==> src/rtl/tbase_port_pkg.sv <==
package tbase_port_pkg;
  typedef enum logic [1:0] {
    ROUTE_DIRECT = 2'd0,
    ROUTE_REDIR  = 2'd1,
    ROUTE_TRAP   = 2'd2,
    ROUTE_UNDEF  = 2'd3
  } route_e;

  typedef enum logic [1:0] {
    MST_IDLE = 2'd0,
    MST_REQ  = 2'd1,
    MST_RSP  = 2'd2
  } mst_e;
endpackage

==> src/rtl/tbase_access_router.sv <==
module tbase_access_router
  import tbase_port_pkg::*;
(
  input  logic [1:0] priv_lvl_i,
  input  logic       lvl2_impl_i,
  input  logic       lvl2_en_i,
  input  logic       nest_pri_i,
  input  logic       nest_sec_i,
  output route_e     route_o,
  output logic       zero_view_o
);
  logic lvl2_on;
  assign lvl2_on = lvl2_impl_i & lvl2_en_i;

  always_comb begin
    route_o = ROUTE_UNDEF;
    unique case (priv_lvl_i)
      2'd0: route_o = ROUTE_UNDEF;
      2'd1: begin
        if (lvl2_on && nest_pri_i && nest_sec_i) route_o = ROUTE_REDIR;
        else if (lvl2_on && nest_pri_i)          route_o = ROUTE_TRAP;
        else                                     route_o = ROUTE_UNDEF;
      end
      2'd2: route_o = lvl2_impl_i ? ROUTE_DIRECT : ROUTE_UNDEF;
      2'd3: route_o = ROUTE_DIRECT;
      default: route_o = ROUTE_UNDEF;
    endcase
  end

  // level 3 sees a zero register when level 2 is absent
  assign zero_view_o = (priv_lvl_i == 2'd3) && !lvl2_impl_i;
endmodule

==> src/rtl/tbase_store.sv <==
module tbase_store #(
  parameter int DATA_W = 64
) (
  input  logic              clk_i,
  input  logic              rst_ni,
  input  logic              we_i,
  input  logic [DATA_W-1:0] wdata_i,
  output logic [DATA_W-1:0] q_o
);
  always_ff @(posedge clk_i or negedge rst_ni) begin
    if (!rst_ni)   q_o <= '0;
    else if (we_i) q_o <= wdata_i;
  end
endmodule

==> src/rtl/tbase_redirect_ctrl.sv <==
module tbase_redirect_ctrl
  import tbase_port_pkg::*;
#(
  parameter int ADDR_W = 48,
  parameter int DATA_W = 64,
  parameter int OFFSET = 32'h20
) (
  input  logic              clk_i,
  input  logic              rst_ni,
  input  logic              start_i,
  input  logic              write_i,
  input  logic [DATA_W-1:0] wdata_i,
  input  logic [ADDR_W-1:0] base_i,
  output logic              busy_o,
  output logic              mem_valid_o,
  input  logic              mem_ready_i,
  output logic              mem_write_o,
  output logic [ADDR_W-1:0] mem_addr_o,
  output logic [DATA_W-1:0] mem_wdata_o,
  input  logic              mem_rvalid_i,
  input  logic [DATA_W-1:0] mem_rdata_i,
  output logic              rsp_valid_o,
  output logic [DATA_W-1:0] rsp_rdata_o
);
  localparam logic [ADDR_W-1:0] OffA = ADDR_W'(OFFSET);

  mst_e st_q;

  always_ff @(posedge clk_i or negedge rst_ni) begin
    if (!rst_ni) begin
      st_q        <= MST_IDLE;
      mem_valid_o <= 1'b0;
      mem_write_o <= 1'b0;
      mem_addr_o  <= '0;
      mem_wdata_o <= '0;
      rsp_valid_o <= 1'b0;
      rsp_rdata_o <= '0;
    end else begin
      rsp_valid_o <= 1'b0;
      unique case (st_q)
        MST_IDLE: if (start_i) begin
          mem_valid_o <= 1'b1;
          mem_write_o <= write_i;
          mem_addr_o  <= base_i + OffA;
          mem_wdata_o <= write_i ? wdata_i : '0;
          st_q        <= MST_REQ;
        end
        MST_REQ: if (mem_ready_i) begin
          mem_valid_o <= 1'b0;
          st_q        <= mem_write_o ? MST_IDLE : MST_RSP;
        end
        MST_RSP: if (mem_rvalid_i) begin
          rsp_valid_o <= 1'b1;
          rsp_rdata_o <= mem_rdata_i;
          st_q        <= MST_IDLE;
        end
        default: st_q <= MST_IDLE;
      endcase
    end
  end

  assign busy_o = (st_q != MST_IDLE);
endmodule

==> src/rtl/tbase_port.sv <==
module tbase_port
  import tbase_port_pkg::*;
#(
  parameter int DATA_W     = 64,
  parameter int ADDR_W     = 48,
  parameter int REDIR_OFF  = 32'h20,
  parameter int CLASS_W    = 6,
  parameter int TRAP_CLASS = 6'h18
) (
  input  logic               clk_i,
  input  logic               rst_ni,
  input  logic [1:0]         priv_lvl_i,
  input  logic               lvl2_impl_i,
  input  logic               lvl2_en_i,
  input  logic               nest_pri_i,
  input  logic               nest_sec_i,
  input  logic               req_valid_i,
  output logic               req_ready_o,
  input  logic               req_write_i,
  input  logic [DATA_W-1:0]  req_wdata_i,
  input  logic [ADDR_W-1:0]  mem_base_i,
  output logic               mem_valid_o,
  input  logic               mem_ready_i,
  output logic               mem_write_o,
  output logic [ADDR_W-1:0]  mem_addr_o,
  output logic [DATA_W-1:0]  mem_wdata_o,
  input  logic               mem_rvalid_i,
  input  logic [DATA_W-1:0]  mem_rdata_i,
  output logic               rsp_valid_o,
  output logic [DATA_W-1:0]  rsp_rdata_o,
  output logic               out_direct_o,
  output logic               out_redir_o,
  output logic               out_trap_o,
  output logic               out_undef_o,
  output logic [CLASS_W-1:0] trap_class_o
);
  route_e            route;
  logic              zero_view;
  logic              fire;
  logic              busy;
  logic              store_we;
  logic [DATA_W-1:0] store_q;
  logic              red_rsp_valid;
  logic [DATA_W-1:0] red_rsp_rdata;
  logic              dir_rsp_q;
  logic [DATA_W-1:0] dir_rdata_q;

  assign req_ready_o = !busy;
  assign fire        = req_valid_i && req_ready_o;

  tbase_access_router u_router (
    .priv_lvl_i  (priv_lvl_i),
    .lvl2_impl_i (lvl2_impl_i),
    .lvl2_en_i   (lvl2_en_i),
    .nest_pri_i  (nest_pri_i),
    .nest_sec_i  (nest_sec_i),
    .route_o     (route),
    .zero_view_o (zero_view)
  );

  assign store_we = fire && (route == ROUTE_DIRECT) && req_write_i && !zero_view;

  tbase_store #(.DATA_W(DATA_W)) u_store (
    .clk_i   (clk_i),
    .rst_ni  (rst_ni),
    .we_i    (store_we),
    .wdata_i (req_wdata_i),
    .q_o     (store_q)
  );

  tbase_redirect_ctrl #(
    .ADDR_W (ADDR_W),
    .DATA_W (DATA_W),
    .OFFSET (REDIR_OFF)
  ) u_redir (
    .clk_i        (clk_i),
    .rst_ni       (rst_ni),
    .start_i      (fire && (route == ROUTE_REDIR)),
    .write_i      (req_write_i),
    .wdata_i      (req_wdata_i),
    .base_i       (mem_base_i),
    .busy_o       (busy),
    .mem_valid_o  (mem_valid_o),
    .mem_ready_i  (mem_ready_i),
    .mem_write_o  (mem_write_o),
    .mem_addr_o   (mem_addr_o),
    .mem_wdata_o  (mem_wdata_o),
    .mem_rvalid_i (mem_rvalid_i),
    .mem_rdata_i  (mem_rdata_i),
    .rsp_valid_o  (red_rsp_valid),
    .rsp_rdata_o  (red_rsp_rdata)
  );

  always_ff @(posedge clk_i or negedge rst_ni) begin
    if (!rst_ni) begin
      out_direct_o <= 1'b0;
      out_redir_o  <= 1'b0;
      out_trap_o   <= 1'b0;
      out_undef_o  <= 1'b0;
      trap_class_o <= '0;
      dir_rsp_q    <= 1'b0;
      dir_rdata_q  <= '0;
    end else begin
      out_direct_o <= fire && (route == ROUTE_DIRECT);
      out_redir_o  <= fire && (route == ROUTE_REDIR);
      out_trap_o   <= fire && (route == ROUTE_TRAP);
      out_undef_o  <= fire && (route == ROUTE_UNDEF);
      trap_class_o <= (fire && (route == ROUTE_TRAP)) ? CLASS_W'(TRAP_CLASS) : '0;
      dir_rsp_q    <= fire && (route == ROUTE_DIRECT) && !req_write_i;
      dir_rdata_q  <= zero_view ? '0 : store_q;
    end
  end

  // direct and redirect responses never coincide: redirect returns while busy
  assign rsp_valid_o = dir_rsp_q | red_rsp_valid;
  assign rsp_rdata_o = red_rsp_valid ? red_rsp_rdata : (dir_rsp_q ? dir_rdata_q : '0);
endmodule

==> config.mk <==
export PLATFORM = sky130hd
export DESIGN_NAME = tbase_port
export DESIGN_NICKNAME = d
export VERILOG_FILES = /design/src/rtl/tbase_port_pkg.sv /design/src/rtl/tbase_access_router.sv /design/src/rtl/tbase_store.sv /design/src/rtl/tbase_redirect_ctrl.sv /design/src/rtl/tbase_port.sv
export SDC_FILE = /design/constraint.sdc
export NUM_CORES = 1
export LEC_CHECK = 0
export ABC_AREA = 1
export BUFFER_PORTS_ARGS = -buffer_cell sky130_fd_sc_hd__buf_2
export CORE_UTILIZATION = 45
export DETAILED_ROUTE_END_ITERATION = 10
export PLACE_DENSITY = 0.68
export SLEW_MARGIN = 20
export SYNTH_ARGS = -nofsm -noshare
export SYNTH_HDL_FRONTEND = slang
export SYNTH_HIERARCHICAL = 1
export SYNTH_SLANG_ARGS = --single-unit
==> constraint.sdc <==
create_clock -name clk_i -period 2.1 [get_ports clk_i]
set_clock_uncertainty 0.1 [all_clocks]
set_input_delay 0.42 -clock clk_i [delete_from_list [all_inputs] [get_ports clk_i]]
set_output_delay 0.42 -clock clk_i [all_outputs]
set_load 0.1 [all_outputs]
==> PnR_summary.wiki <==
{| class="wikitable"
! Metric !! Value
|-
| Setup repair after global routing missed its margin || yes
|-
| Standby leakage power || 10.46 nW
|-
| Final design utilization || 0.6420
|-
| Share of Yosys cell area claimed by the top area cell type || 0.5584
|-
| Count of TritonRoute iterations in the first routing pass || 5
|-
| Clock latency of the later-clocked register in the worst-skew pair || 0.50 ns
|-
| Prevailing post-synth register cell || dfrtp_1
|-
| Pre-CTS worst setup slack || 0.02804 ns
|-
| Width of the die || 178.8 microns
|-
| Biggest fanout along the worst timing path || 8
|-
| Number of primary I/O pins || 378
|-
| Average detailed-routed wire length per instance || 17.49 microns
|-
| Maximum buffer depth of the clock tree || 3
|-
| Number of global-route vias before repair || 12.35k
|-
| Part of the total power dissipated in combinational logic || 0.356
|-
| Area growth from synthesis to layout || 39.93%
|-
| Routed vias || 12.77k
|-
| Net count, final || 2304
|-
| Post-synthesis sequential area ratio || 0.5584
|-
| Routed Antenna Nets || 0
|-
| Relative slew slack || 0.6274
|-
| Path depth of the worst reg2reg path || 9
|-
| Post-Synthesis Mean Instance Area || 8.124 sq um
|-
| Proportion of layout cells with a drive suffix above 1 || 0.3140
|-
| Gate count of the mapped netlist || 1732
|-
| Clock share of power || 0.267
|-
| Buffer type at the clock tree root || clkbuf_16
|-
| Hold Vio Cnt, Final || 0
|-
| First-pass GRT wire length || 65340 microns
|-
| Seq pwr share || 0.377
|-
| Post-detailed-route DRC marker count || 0
|-
| Transition at the pin with the smallest max-transition slack || 0.5627 ns
|-
| Highest Clock Rate || 449.1 MHz
|-
| Hold/Removal Path Class || primary input to flip-flop
|-
| Leading cell types by count after synthesis || 828 x nand2_1, 314 x dfrtp_1, 118 x nor2_1
|-
| Number of buffers created by CTS || 35
|-
| Initial Util || 0.4588
|-
| Pwr/cell area || 1222 mW/mm^2
|-
| Total Die Area || 0.03198 sq mm
|-
| Largest area contributor in the synthesized netlist || dfrtp_1
|-
| Number of synthesized flops with an enable pin || 0
|-
| HPWL after DPL || 29440 microns
|-
| R2R Path Start || u_redir/st_q[1]
|-
| Power spent charging and discharging nets || 10.55 mW
|-
| Mapped cell area || 0.01407 sq mm
|-
| Clock-pin slew of the registers on the worst-case setup and hold paths || 0.06 ns
|-
| Initial antenna violation count || 9
|-
| Run status || complete, but fails checks
|-
| Floorplan Core Area || 0.03067 sq mm
|-
| Worst hold slack after final layout || 0.01289 ns
|-
| Top cells by area in the synthesized netlist || dfrtp_1 56%, nand2_1 22%, nand3_1 3.5%
|-
| Sinks on Clock Net || 314
|-
| Area used by sequential logic in the layout || 0.007860 sq mm
|-
| GRT Util Overall || 0.2628
|-
| Max-cap violation count || 0
|-
| Row count || 64
|-
| Min Clock Period, post-route || 2.227 ns
|-
| Sort of element at the start of the critical path || flip-flop
|-
| H-Tree Depth || 2
|-
| Worst reg2reg setup slack || 0.13 ns
|-
| WP data required || 1.58 ns
|-
| Pin count of the biggest net entering global routing || 68
|-
| Count leader, synth || nand2_1
|-
| Violations in the final reports || negative setup slack
|-
| Destination of the worst hold path || u_redir/rsp_rdata_o[6]
|-
| Reg-to-Reg End || u_redir/mem_wdata_o[16]
|-
| Hold depth || 3
|-
| Category of the critical setup timing path || flip-flop to output pin
|-
| Number of warnings issued by yosys || 6
|-
| Internal power || 13.52 mW
|-
| Total of fill cells in the finished design || 2551
|-
| Number of different library cells in the post-synthesis netlist || 37
|-
| Vias per cell || 5.018
|-
| Flops & latches, synth || 314
|-
| Setup crit end kind || output pin
|-
| Maximum ir drop on the vdd rail || 0.8548 mV
|-
| Count of routing violations after the opening detailed-route iteration || 797
|-
| Total area of multi-input combinational cells || 0.005862 sq mm
|-
| Ratio of final minimum period to clock period || 1.060
|-
| Gr ovfl total || 0
|-
| RD Place Congestion || 0.8999
|-
| Switching Share || 0.4382
|-
| Critical path arrival || 1.71 ns
|-
| Final Slew Violations || 0
|-
| Share of synthesized registers carrying an async set or reset || 1.000
|-
| CTS tree || built
|-
| Worst hold start || mem_rdata_i[6]
|-
| Die height || 178.8 microns
|-
| Routed Wire Length || 44500 microns
|-
| Number of input and output port buffers inserted || 373
|-
| Number of failing setup endpoints in the final timing report || 65
|-
| Post-route setup slack || -0.1267 ns
|}
## how the worst max path moves through the flow
stage                        start                      end  cells past startpoint
2_1_floorplan      u_redir/st_q[0]  u_redir/mem_wdata_o[10]                     10
3_3_place_gp           lvl2_impl_i  u_redir/mem_wdata_o[34]                     10
3_5_place_dp         priv_lvl_i[1]  u_redir/mem_wdata_o[26]                     10
4_1_cts        u_redir/rsp_valid_o          rsp_rdata_o[27]                      5
5_1_grt        u_redir/rsp_valid_o          rsp_rdata_o[19]                      5
6_report       u_redir/rsp_valid_o              rsp_valid_o                      4
## critical path, stage by stage (launching register included)
cell,delay [ns]
dfrtp_2,0.48
buf_12,0.18
buf_12,0.13
or2_4,0.23
buf_12,0.16
## cells in the final DEF, fill, tap and decap left out, types with 11 or more instances in the layout
| master | Yosys | layout |
|---|---|---|
| nand4_1 | 12 | 12 |
| inv_1 | 104 | 103 |
| buf_12 | 0 | 85 |
| nand3_2 | 3 | 33 |
| clkbuf_16 | 0 | 47 |
| nor2_1 | 118 | 117 |
| buf_2 | 34 | 306 |
| nand3_4 | 0 | 11 |
| nand2_2 | 7 | 84 |
| nand2_4 | 4 | 20 |
| dfrtp_1 | 314 | 312 |
| nand3_1 | 99 | 58 |
| buf_4 | 14 | 22 |
| o21ai_0 | 78 | 76 |
| nor2_2 | 11 | 11 |
| nand2_1 | 828 | 735 |
| xnor2_1 | 11 | 11 |
## stage by stage
stage | cell area, sq um | TNS (ns) | std cells | power (mW)
2_1_floorplan | 14130 | -1.831 | 1735 | 15.55
3_3_place_gp | 17350 | 0 | 2453 | 17.29
3_5_place_dp | 17350 | 0 | 2453 | 17.50
4_1_cts | 18920 | -4.889 | 2520 | 24.00
5_1_grt | 19680 | -8.223 | 2540 | 25.17
6_report | 19690 | -4.891 | 2544 | 24.07
## final cells by class
| type | instances | share of cell area |
|---|---|---|
| clock buffers | 48 | 0.05268 |
| well taps | 396 | 0.02516 |
| flip-flops and latches | 314 | 0.3992 |
| multi-input cells | 1223 | 0.2977 |
| inverters | 108 | 0.02141 |
| clock inverters | 14 | 0.009278 |
| repair buffers | 433 | 0.1936 |
| diodes | 8 | 0.001017 |
## layer usage
metal	part of all wire	vias to the layer above	global-route usage
met3	0.078	113	0.06022
met5	0.00049	-	0
met4	0.037	4	0.09993
li1	-	6087	-
met2	0.49	552	0.4377
met1	0.39	6011	0.3318
## state kept, by name, indices dropped and copies added, names as in the netlist
| signal | cells |
|---|---|
| u_redir/mem_valid_o | 1 |
| trap_class_o | 1 |
| u_redir/st_q | 2 |
| u_store/q_o | 64 |
| u_redir/mem_write_o | 1 |
| out_direct_o | 1 |
| u_redir/rsp_valid_o | 1 |
| out_redir_o | 1 |
| dir_rdata_q | 64 |
| u_redir/rsp_rdata_o | 64 |
| dir_rsp_q | 1 |
| u_redir/mem_wdata_o | 64 |
| out_undef_o | 1 |
| u_redir/mem_addr_o | 48 |
## power by group through the flow
stage	sequential (mW)	combinational (mW)	clock (mW)
floorplan	13.6	2.00	0
global placement	8.96	8.33	0
detailed placement	9.01	8.48	0
CTS	8.95	8.52	6.53
global route	9.29	9.09	6.79
finish	9.08	8.57	6.42
## cells by family after synthesis
logic type	Yosys count	share of synthesized area
AO/OA/AOI/OAI	94	0.03503
XOR/XNOR	19	0.01289
flip-flops	314	0.5584
buffers and inverters	198	0.07078
other	1	0.0002665
adder cells (fa/ha/maj)	1	0.0008891
AND/OR/NAND/NOR	1105	0.3217
## repair_timing
item                                    in CTS  in global routing
hold buffers                                 2                  0
setup buffers                                0                  4
pin swaps                                    0                 14
endpoints found under the hold margin       40                  0
endpoints found under the setup margin      65                109
cloned                                       3                 12
resized for setup                           84                 97
Power figures use the tool's default switching activity.
